### src/rtl/vpred_pkg.sv
package vpred_pkg;
    localparam int BEATS       = 4;
    localparam int LANES       = 4;
    localparam int BYTE_W      = 8;
    localparam int BEAT_W      = LANES * BYTE_W;
    localparam int VREG_W      = BEATS * BEAT_W;
    localparam int PRED_W      = BEATS * LANES;
    localparam int FIELD_W     = LANES;
    localparam int BEATS_PER_F = 2;
    localparam int FIELDS      = BEATS / BEATS_PER_F;
    localparam int MASK_W      = FIELDS * FIELD_W;
    localparam int BIDX_W      = $clog2(BEATS);
    localparam int FSEL_W      = (FIELDS > 1) ? $clog2(FIELDS) : 1;

    typedef logic [BIDX_W-1:0]  beat_t;
    typedef logic [LANES-1:0]   lane_mask_t;
    typedef logic [FIELD_W-1:0] field_t;

    localparam field_t TERM_PAT = field_t'(1) << (FIELD_W - 1);

    typedef struct packed {
        field_t work;
        logic   invert;
    } adv_res_t;

    function automatic adv_res_t advance_field(input field_t fld);
        adv_res_t r;
        r.invert = 1'b0;
        r.work   = fld;
        if (fld == TERM_PAT) begin
            r.work = '0;
        end else if (fld != '0) begin
            r.invert = fld[FIELD_W-1];
            r.work   = {fld[FIELD_W-2:0], 1'b0};
        end
        return r;
    endfunction

    function automatic logic [FSEL_W-1:0] field_of(input beat_t b);
        return FSEL_W'(int'(b) / BEATS_PER_F);
    endfunction
endpackage

### src/rtl/vpred_seq.sv
module vpred_seq
    import vpred_pkg::*;
(
    input  logic  clk,
    input  logic  rst,
    input  logic  start,
    output logic  busy,
    output logic  done,
    output beat_t beat
);
    localparam beat_t LAST = beat_t'(BEATS - 1);

    logic  busy_q, done_q;
    beat_t beat_q;

    always_ff @(posedge clk) begin
        if (rst) begin
            busy_q <= 1'b0;
            done_q <= 1'b0;
            beat_q <= '0;
        end else begin
            done_q <= 1'b0;
            if (!busy_q) begin
                if (start) begin
                    busy_q <= 1'b1;
                    beat_q <= '0;
                end
            end else if (beat_q == LAST) begin
                busy_q <= 1'b0;
                done_q <= 1'b1;
                beat_q <= '0;
            end else begin
                beat_q <= beat_q + beat_t'(1);
            end
        end
    end

    assign busy = busy_q;
    assign done = done_q;
    assign beat = beat_q;

    p_launch_r1: assert property (@(posedge clk) disable iff (rst)
        (!busy_q && start) |=> (busy_q && beat_q == '0));
    p_beat_step_r1: assert property (@(posedge clk) disable iff (rst)
        (busy_q && beat_q != LAST) |=> (busy_q && beat_q == beat_t'($past(beat_q) + beat_t'(1))));
    p_done_after_last_r2: assert property (@(posedge clk) disable iff (rst)
        (busy_q && beat_q == LAST) |=> (done_q && !busy_q));
    p_done_pulse_r2: assert property (@(posedge clk) disable iff (rst)
        done_q |=> !done_q);
endmodule

### src/rtl/vpred_pred_state.sv
module vpred_pred_state
    import vpred_pkg::*;
(
    input  logic              clk,
    input  logic              rst,
    input  logic              busy,
    input  beat_t             beat,
    input  logic              adv_clear,
    input  logic              ld_en,
    input  logic [PRED_W-1:0] ld_pred,
    input  logic [MASK_W-1:0] ld_mask,
    output lane_mask_t        beat_mask,
    output logic [PRED_W-1:0] pred_q,
    output logic [MASK_W-1:0] mask_q
);
    logic [PRED_W-1:0] pred_r, pred_nxt;
    logic [MASK_W-1:0] mask_r, mask_nxt;
    logic [FSEL_W-1:0] fsel;
    field_t            fld;
    lane_mask_t        slice;
    adv_res_t          adv;

    always_comb begin
        fsel      = field_of(beat);
        fld       = mask_r[int'(fsel)*FIELD_W +: FIELD_W];
        slice     = pred_r[int'(beat)*LANES +: LANES];
        beat_mask = (fld != '0) ? slice : '1;
        adv       = advance_field(fld);
        pred_nxt  = pred_r;
        mask_nxt  = mask_r;
        if (busy && !adv_clear) begin
            if (adv.invert)
                pred_nxt[int'(beat)*LANES +: LANES] = ~slice;
            if (beat[0])
                mask_nxt[int'(fsel)*FIELD_W +: FIELD_W] = adv.work;
        end
    end

    always_ff @(posedge clk) begin
        if (rst) begin
            pred_r <= '0;
            mask_r <= '0;
        end else if (ld_en) begin
            pred_r <= ld_pred;
            mask_r <= ld_mask;
        end else begin
            pred_r <= pred_nxt;
            mask_r <= mask_nxt;
        end
    end

    assign pred_q = pred_r;
    assign mask_q = mask_r;

    p_even_mask_hold_r7: assert property (@(posedge clk) disable iff (rst)
        (busy && !beat[0] && !ld_en) |=> $stable(mask_r));
    p_adv_suppressed_r8: assert property (@(posedge clk) disable iff (rst)
        (busy && adv_clear && !ld_en) |=> ($stable(pred_r) && $stable(mask_r)));
    p_load_wins_r10: assert property (@(posedge clk) disable iff (rst)
        ld_en |=> (pred_r == $past(ld_pred) && mask_r == $past(ld_mask)));
    p_idle_hold_r5: assert property (@(posedge clk) disable iff (rst)
        (!busy && !ld_en) |=> ($stable(pred_r) && $stable(mask_r)));
endmodule

### src/rtl/vpred_wr_gate.sv
module vpred_wr_gate
    import vpred_pkg::*;
(
    input  logic              clk,
    input  logic              rst,
    input  logic              we,
    input  beat_t             beat,
    input  lane_mask_t        lane_en,
    input  logic [BEAT_W-1:0] data,
    output logic [VREG_W-1:0] dest_q
);
    logic [VREG_W-1:0] dest_r, dest_nxt;

    always_comb begin
        dest_nxt = dest_r;
        for (int g = 0; g < BEATS; g++) begin
            for (int l = 0; l < LANES; l++) begin
                if (we && int'(beat) == g && lane_en[l])
                    dest_nxt[g*BEAT_W + l*BYTE_W +: BYTE_W] = data[l*BYTE_W +: BYTE_W];
            end
        end
    end

    always_ff @(posedge clk) begin
        if (rst) dest_r <= '0;
        else     dest_r <= dest_nxt;
    end

    assign dest_q = dest_r;

    p_idle_dest_hold_r9: assert property (@(posedge clk) disable iff (rst)
        !we |=> $stable(dest_r));

    for (genvar g = 0; g < BEATS; g++) begin : g_beat
        for (genvar l = 0; l < LANES; l++) begin : g_lane
            p_byte_hold_r9: assert property (@(posedge clk) disable iff (rst)
                (we && beat == beat_t'(g) && !lane_en[l])
                |=> $stable(dest_r[g*BEAT_W + l*BYTE_W +: BYTE_W]));
            p_byte_write_r9: assert property (@(posedge clk) disable iff (rst)
                (we && beat == beat_t'(g) && lane_en[l])
                |=> (dest_r[g*BEAT_W + l*BYTE_W +: BYTE_W] == $past(data[l*BYTE_W +: BYTE_W])));
        end
    end
endmodule

### src/rtl/vpred_beat_ctrl.sv
module vpred_beat_ctrl
    import vpred_pkg::*;
(
    input  logic                clk,
    input  logic                rst,
    input  logic                start,
    input  logic                ld_en,
    input  logic [PRED_W-1:0]   ld_pred,
    input  logic [MASK_W-1:0]   ld_mask,
    input  logic                adv_clear,
    input  logic [BEAT_W-1:0]   beat_result,
    output logic                busy,
    output logic                done,
    output logic                beat_exec,
    output logic [BIDX_W-1:0]   beat_idx,
    output logic [LANES-1:0]    beat_mask,
    output logic [PRED_W-1:0]   pred_q,
    output logic [MASK_W-1:0]   mask_q,
    output logic [VREG_W-1:0]   dest_q
);
    logic       busy_w;
    beat_t      beat_w;
    lane_mask_t lane_en;

    vpred_seq u_seq (
        .clk   (clk),
        .rst   (rst),
        .start (start),
        .busy  (busy_w),
        .done  (done),
        .beat  (beat_w)
    );

    vpred_pred_state u_state (
        .clk       (clk),
        .rst       (rst),
        .busy      (busy_w),
        .beat      (beat_w),
        .adv_clear (adv_clear),
        .ld_en     (ld_en),
        .ld_pred   (ld_pred),
        .ld_mask   (ld_mask),
        .beat_mask (lane_en),
        .pred_q    (pred_q),
        .mask_q    (mask_q)
    );

    vpred_wr_gate u_wr (
        .clk     (clk),
        .rst     (rst),
        .we      (busy_w),
        .beat    (beat_w),
        .lane_en (lane_en),
        .data    (beat_result),
        .dest_q  (dest_q)
    );

    assign busy      = busy_w;
    assign beat_exec = busy_w;
    assign beat_idx  = beat_w;
    assign beat_mask = lane_en;
endmodule

### config.mk
export PLATFORM = sky130hd
export DESIGN_NAME = vpred_beat_ctrl
export DESIGN_NICKNAME = d
export VERILOG_FILES = /design/src/rtl/vpred_pkg.sv /design/src/rtl/vpred_seq.sv /design/src/rtl/vpred_pred_state.sv /design/src/rtl/vpred_wr_gate.sv /design/src/rtl/vpred_beat_ctrl.sv
export SDC_FILE = /design/constraint.sdc
export NUM_CORES = 1
export LEC_CHECK = 0
export BUFFER_PORTS_ARGS = -buffer_cell sky130_fd_sc_hd__buf_2
export CAP_MARGIN = 20
export CORE_MARGIN = 4
export CORE_UTILIZATION = 25
export CTS_BUF_LIST = sky130_fd_sc_hd__clkbuf_2 sky130_fd_sc_hd__clkbuf_4 sky130_fd_sc_hd__clkbuf_8
export CTS_CLUSTER_DIAMETER = 50
export DETAILED_ROUTE_END_ITERATION = 10
export GPL_ROUTABILITY_DRIVEN = 0
export GPL_TIMING_DRIVEN = 0
export PLACE_DENSITY = 0.47
export SLEW_MARGIN = 20
export SYNTH_ARGS = -nofsm -noshare
export SYNTH_HDL_FRONTEND = slang
export SYNTH_SLANG_ARGS = --single-unit
### constraint.sdc
create_clock -name clk -period 2 [get_ports clk]
set_clock_uncertainty 0.05 [all_clocks]
set_input_delay 0.3 -clock clk [delete_from_list [all_inputs] [get_ports clk]]
set_output_delay 0.3 -clock clk [all_outputs]
set_load 0.01 [all_outputs]
======== Yosys cells after proc, flatten, opt, wreduce, memory -nomap -nowiden ========
Index checks and enable logic that the tools add are counted.
word-level totals
  logic and storage cells ................. 87
  bits of input ports ..................... 61
  register bits ........................... 156
cells by class
  multiplexer cells ....................... 19
  equal/unequal tests ..................... 5
  bitwise logic cells ..................... 2
  reduce and logical (&&, ||, !) cells .... 31
  shifts and indexed selects .............. 6
  add/subtract/negate cells ............... 3
operators by type and width
  operator                                                count
  2-to-1 mux 16 bit                                       3
  negation 3 -> 33 bit                                    1
  negation 4 -> 33 bit                                    1
  variable shift 4 x 33 -> 16 bit (first input constant)  1
  variable shift 4 x 33 -> 8 bit (first input constant)   1
  indexed part select 4 x 33 -> 16 bit                    1
  indexed part select 4 x 33 -> 8 bit                     1
  2-to-1 mux 8 bit                                        3
  logical AND 1 bit                                       21
  bitwise mux 16 bit                                      1
  indexed part select 16 x 5 -> 4 bit                     1
  bitwise mux 8 bit                                       1
  2-to-1 mux 4 bit                                        2
  nonzero test 2 bit                                      4
  indexed part select 8 x 4 -> 4 bit                      1
  == test 2 bit (second input constant)                   3
  2-to-1 mux 2 bit                                        3
  2-to-1 mux 1 bit                                        5
  2-to-1 mux 5 bit                                        1
  == test 4 bit (second input constant)                   1
  NOT 4 bit                                               1
  AND reduction 2 bit                                     2
  nonzero test 4 bit                                      1
  adder 2 x 1 -> 2 bit (second input constant)            1
  5 further kinds                                         5

======== Depth between registers and ports, before layout ========
  depth after elaboration ................. 9
  depth in mapped cells ................... 7

======== Hierarchy ========
From an unflattened synthesis, not the netlist that was laid out.
unflattened totals
  cell total of the unflattened synthesis .. 646
  area, all modules ....................... 6932.9 sq um
modules (own cells, without submodules)
  module            sequential area each (sq um)  area each (sq um)  cells each  instances
  vpred_wr_gate     2562.5                        5253.8             467         1
  vpred_pred_state  480.5                         1502.7             163         1
  vpred_seq         80.1                          168.9              15          1
  vpred_beat_ctrl   0.0                           7.5                1           1

======== Least setup slack after synthesis ========
No wires, ideal clock.
  path type ............................... flip-flop to output port
  start ................................... register u_seq.beat_q[0] (netlist: u_seq.beat[0])
  end ..................................... output beat_mask[1]
  data required time ...................... 1.650 ns
  setup slack ............................. 0.104 ns
  stages on the path, launching flop included .. 5
  arrival time ............................ 1.546 ns
  cells stage by stage .................... dfxtp_1 -> buf_6 -> mux4_2 -> inv_1 -> nand2_1
between the ends
  longest elaborated chain between the ends .. 2
ends and longest elaborated chain
  what                                 RTL line                RTL
  from (decl)                          vpred_seq.sv:14         beat_t beat_q;
  from (signal assigned)               vpred_seq.sv:33         beat_q <= beat_q + beat_t'(1);
  indexed part select 16 x 5 -> 4 bit  vpred_pred_state.sv:26  slice = pred_r[int'(beat)*LANES +: LANES];
  2-to-1 mux 4 bit                     vpred_pred_state.sv:27  beat_mask = (fld != '0) ? slice : '1;
  to (decl)                            vpred_beat_ctrl.sv:16   output logic [LANES-1:0] beat_mask,
Every way passes these cells.

======== Worst setup path in the final report ========
  start ................................... register u_seq.beat_q[0] (netlist: u_seq.beat[0])
  end ..................................... output beat_mask[3]
Same word-level chain as after synthesis.

==> metrics.md <==
| Metric | Value |
|---|---|
| Post-Place Setup Slack | `-614.4 ps` |
| Commonest register cell after synthesis | `dfxtp_1` |
| Hold Path Class | `input port to flop` |
| Crit path DAT | `between 1500 and 2000 ps` |
| GRT Total Usage | `0.1517` |
| Required time worst endpoint | `~1700 ps` |
| Grt total ovfl | `0` |
| FFs w/ async S/R, synth | `0` |
| Most common library cells after synthesis | `dfxtp_1 (156), mux2i_1 (141), nand2b_1 (105)` |
| Net load switching power | `1997 uW` |
| Fmax | `0.4604 GHz` |
| Sink Count | `156` |
| Top cell type's share of synthesized area | `0.4458` |
| Largest net degree at the start of global routing | `17` |
| Htree depth | `4` |
| Number of synthesized flops with an enable pin | `0` |
| Vias | `between 5000 and 6000` |
| DR vias/cell | `~4.3` |
| Final wirelength | `23660 um` |
| Final setup viols | `31` |
| Yosys synthesis warning count | `0` |
| Avg Inst Size Synth | `roughly 11 um^2` |
| Yosys cell types | `42` |
| Worst-Skew Late Latency | `roughly 450 ps` |
| Worst Max-Slew Pin Slew | `about 680 ps` |
| Period utilization | `1.086` |
| RSZ-0062 raised after global routing | `yes` |
| Final Hold Vio Count | `0` |
| CTS tree | `yes` |
| DRC | `0` |
| Die Wd | `around 180 um` |
| Avg WL per Cell | `18.29 um` |
| Io pins | `222` |
| Synth top area cells | `dfxtp_1 (45%), mux2i_1 (20%), nand2b_1 (9.4%)` |
| DP HPWL | `around 17000 um` |
| Layout area overhead | `37.85%` |
| DR iter-0 viols | `~220` |
| CP endpoint kind | `output port` |
| CP Max Fanout | `8` |
| Sequential Power Share | `0.493` |
| Setup Crit Path Kind | `flop to output port` |
| TritonCTS buffer count | `17` |
| Slew Limit Fails | `0` |
| Die Area | `30760 um^2` |
| Starting Density | `0.2529` |
| Most area-hungry cell type in the Yosys netlist | `dfxtp_1` |
| Max_cap viols | `0` |
| Vias in the first global route | `5714` |
| Num rows | `just over 60` |
| Netlist Area Pre-Place | `7005 um^2` |
| Clock Root Buffer | `clkbuf_8` |
| Pwr/cell area | `682.3 nW/um^2` |
| Layout Cells excl Fill | `1294` |
| Post-DRT Antenna Nets | `0` |
| Longest Clk Path Bufs | `2` |
| Number of instances in the placed design | `~1200` |
| Diode count | `0` |
| Combinational share of power | `0.150` |
| Failing checks | `setup timing` |
| Clock share of power | `0.357` |
| Chip Height | `between 150 and 200 um` |
| Sw Share | `0.3031` |
| Final net count | `approximately 970` |
| VDD IR-drop max | `310.3 uV` |
| Synth Instances | `627` |
| Share of layout cells above drive strength 1 | `0.4509` |
| Worst Slack Setup Final | `-172.2 ps` |
| TNS Setup | `-935.9 ps` |
| Core area | `approximately 28000 um^2` |
| Crit path time final | `2172 ps` |
| Worst setup SP type | `flop` |
| Slew headroom | `0.5487` |
| Detailed Routing Iterations Pass 1 | `4` |
| Internal Power | `~4600 uW` |
| Final Util | `0.3486` |
| Status | `finished, violations left` |
| Overall power | `6589 uW` |
| Initial antenna violation count | `1` |
| Syn nets | `approximately 700` |
| Port-buffer cells | `219` |
| LEAKAGE | `roughly 0.0047 uW` |
| Reg clk slew, reported paths | `around 100 ps` |
| Count leader, synth | `dfxtp_1` |
| First-pass GRT wire length | `between 30000 and 40000 um` |
| Post-synthesis sequential area ratio | `0.4458` |
| Yosys reg bits | `between 150 and 200` |
==> sequential cells by signal, indices dropped and copies added (netlist names) <==
register	flops
u_wr.dest_q	128
u_state.pred_q	16
u_state.mask_q	8
u_seq.beat	2
u_seq.busy	1
u_seq.done	1
==> layout by cell type, fill, tap and decap left out, types with 5 or more instances in the layout <==
master | synthesis | layout
a21oi_4 | 5 | 5
nand3_1 | 8 | 8
mux2_2 | 5 | 5
or2b_2 | 58 | 58
buf_2 | 0 | 216
buf_12 | 1 | 17
a21oi_1 | 13 | 13
nand2b_1 | 105 | 105
inv_6 | 0 | 5
ha_1 | 7 | 5
a22oi_1 | 8 | 8
nor2_1 | 10 | 10
clkbuf_8 | 0 | 18
clkbuf_1 | 24 | 20
buf_4 | 2 | 22
o21ai_4 | 11 | 12
o32ai_1 | 8 | 8
dfxtp_1 | 156 | 154
mux2i_1 | 141 | 139
buf_6 | 3 | 5
nand2_1 | 10 | 6
==> kinds of logic (layout without fill, tap and decap cells) <==
family | after synthesis | after routing | share of synthesized area
buf+inv | 40 | 329 | 0.02804
fa+ha+maj | 7 | 7 | 0.01250
compound gates | 51 | 51 | 0.07234
mux | 150 | 150 | 0.2224
simple gates | 223 | 223 | 0.2190
flops | 156 | 156 | 0.4458
==> layer usage <==
layer  global-route usage  vias up  part of all wire  wire, um
li1                     -     2724                 -         -
met1               0.1997     2624              0.45     10600
met2               0.2441      198              0.46     10860
met3              0.04950       23             0.078      1856
met4              0.03306        0             0.015       346
met5                    0        -                 0         0
==> stage by stage <==
stage	cell area, um^2	hold WS (ps)
after global placement	8574	405.7
after global routing	9657	25.22
after detailed placement	8574	410.3
after floorplan	7005	394.7
final	9657	42.78
after CTS	9528	3.817
==> timing repair <==
action	CTS	global route
hold buffers	1	0
pin swaps	14	6
gates cloned	1	0
endpoints found under the hold margin	1	0
setup buffers	34	8
resized for setup	31	21
endpoints found under the setup margin	160	154
==> path summary, 6_finish.rpt <==
| path | startpoint | end | slack (ps) | cells after the start |
|---|---|---|---|---|
| setup / recovery | u_seq.beat[0] | beat_mask[3] | -170 | 5 |
| hold / removal | ld_mask[4] | u_state.mask_q[4] | 40 | 3 |
| setup reg to reg | u_seq.beat[1] | u_wr.dest_q[63] | -60 | 8 |
| hold reg to reg | u_wr.dest_q[18] | u_wr.dest_q[18] | 420 | 2 |
==> critical path, stage by stage (launching register included) <==
cell and delay [ps]:
dfxtp_4 380, buf_8 130, mux4_2 580, inv_4 80
nand2_2 60, buf_6 130
==> power groups by stage <==
stage / registers [uW] / clock network (uW) / logic (uW)
finish: 3250 / 2350 / 985
global route: 3260 / 2590 / 1060
CTS: 3250 / 2470 / 985
detailed placement: 3320 / 0 / 824
global placement: 3320 / 0 / 824
floorplan: 3350 / 0 / 466
==> final cells by class <==
type,count,area [um^2]
Buffer,32,182.7
Clock buffer,18,247.7
Clock inverter,14,130.1
Fill cell,2858,18050
Inverter,6,31.28
Multi-Input combinational cell,431,3829
Sequential cell,156,3131
Tap cell,378,473.0
Timing Repair Buffer,259,1633
Power figures use the tool's default switching activity.
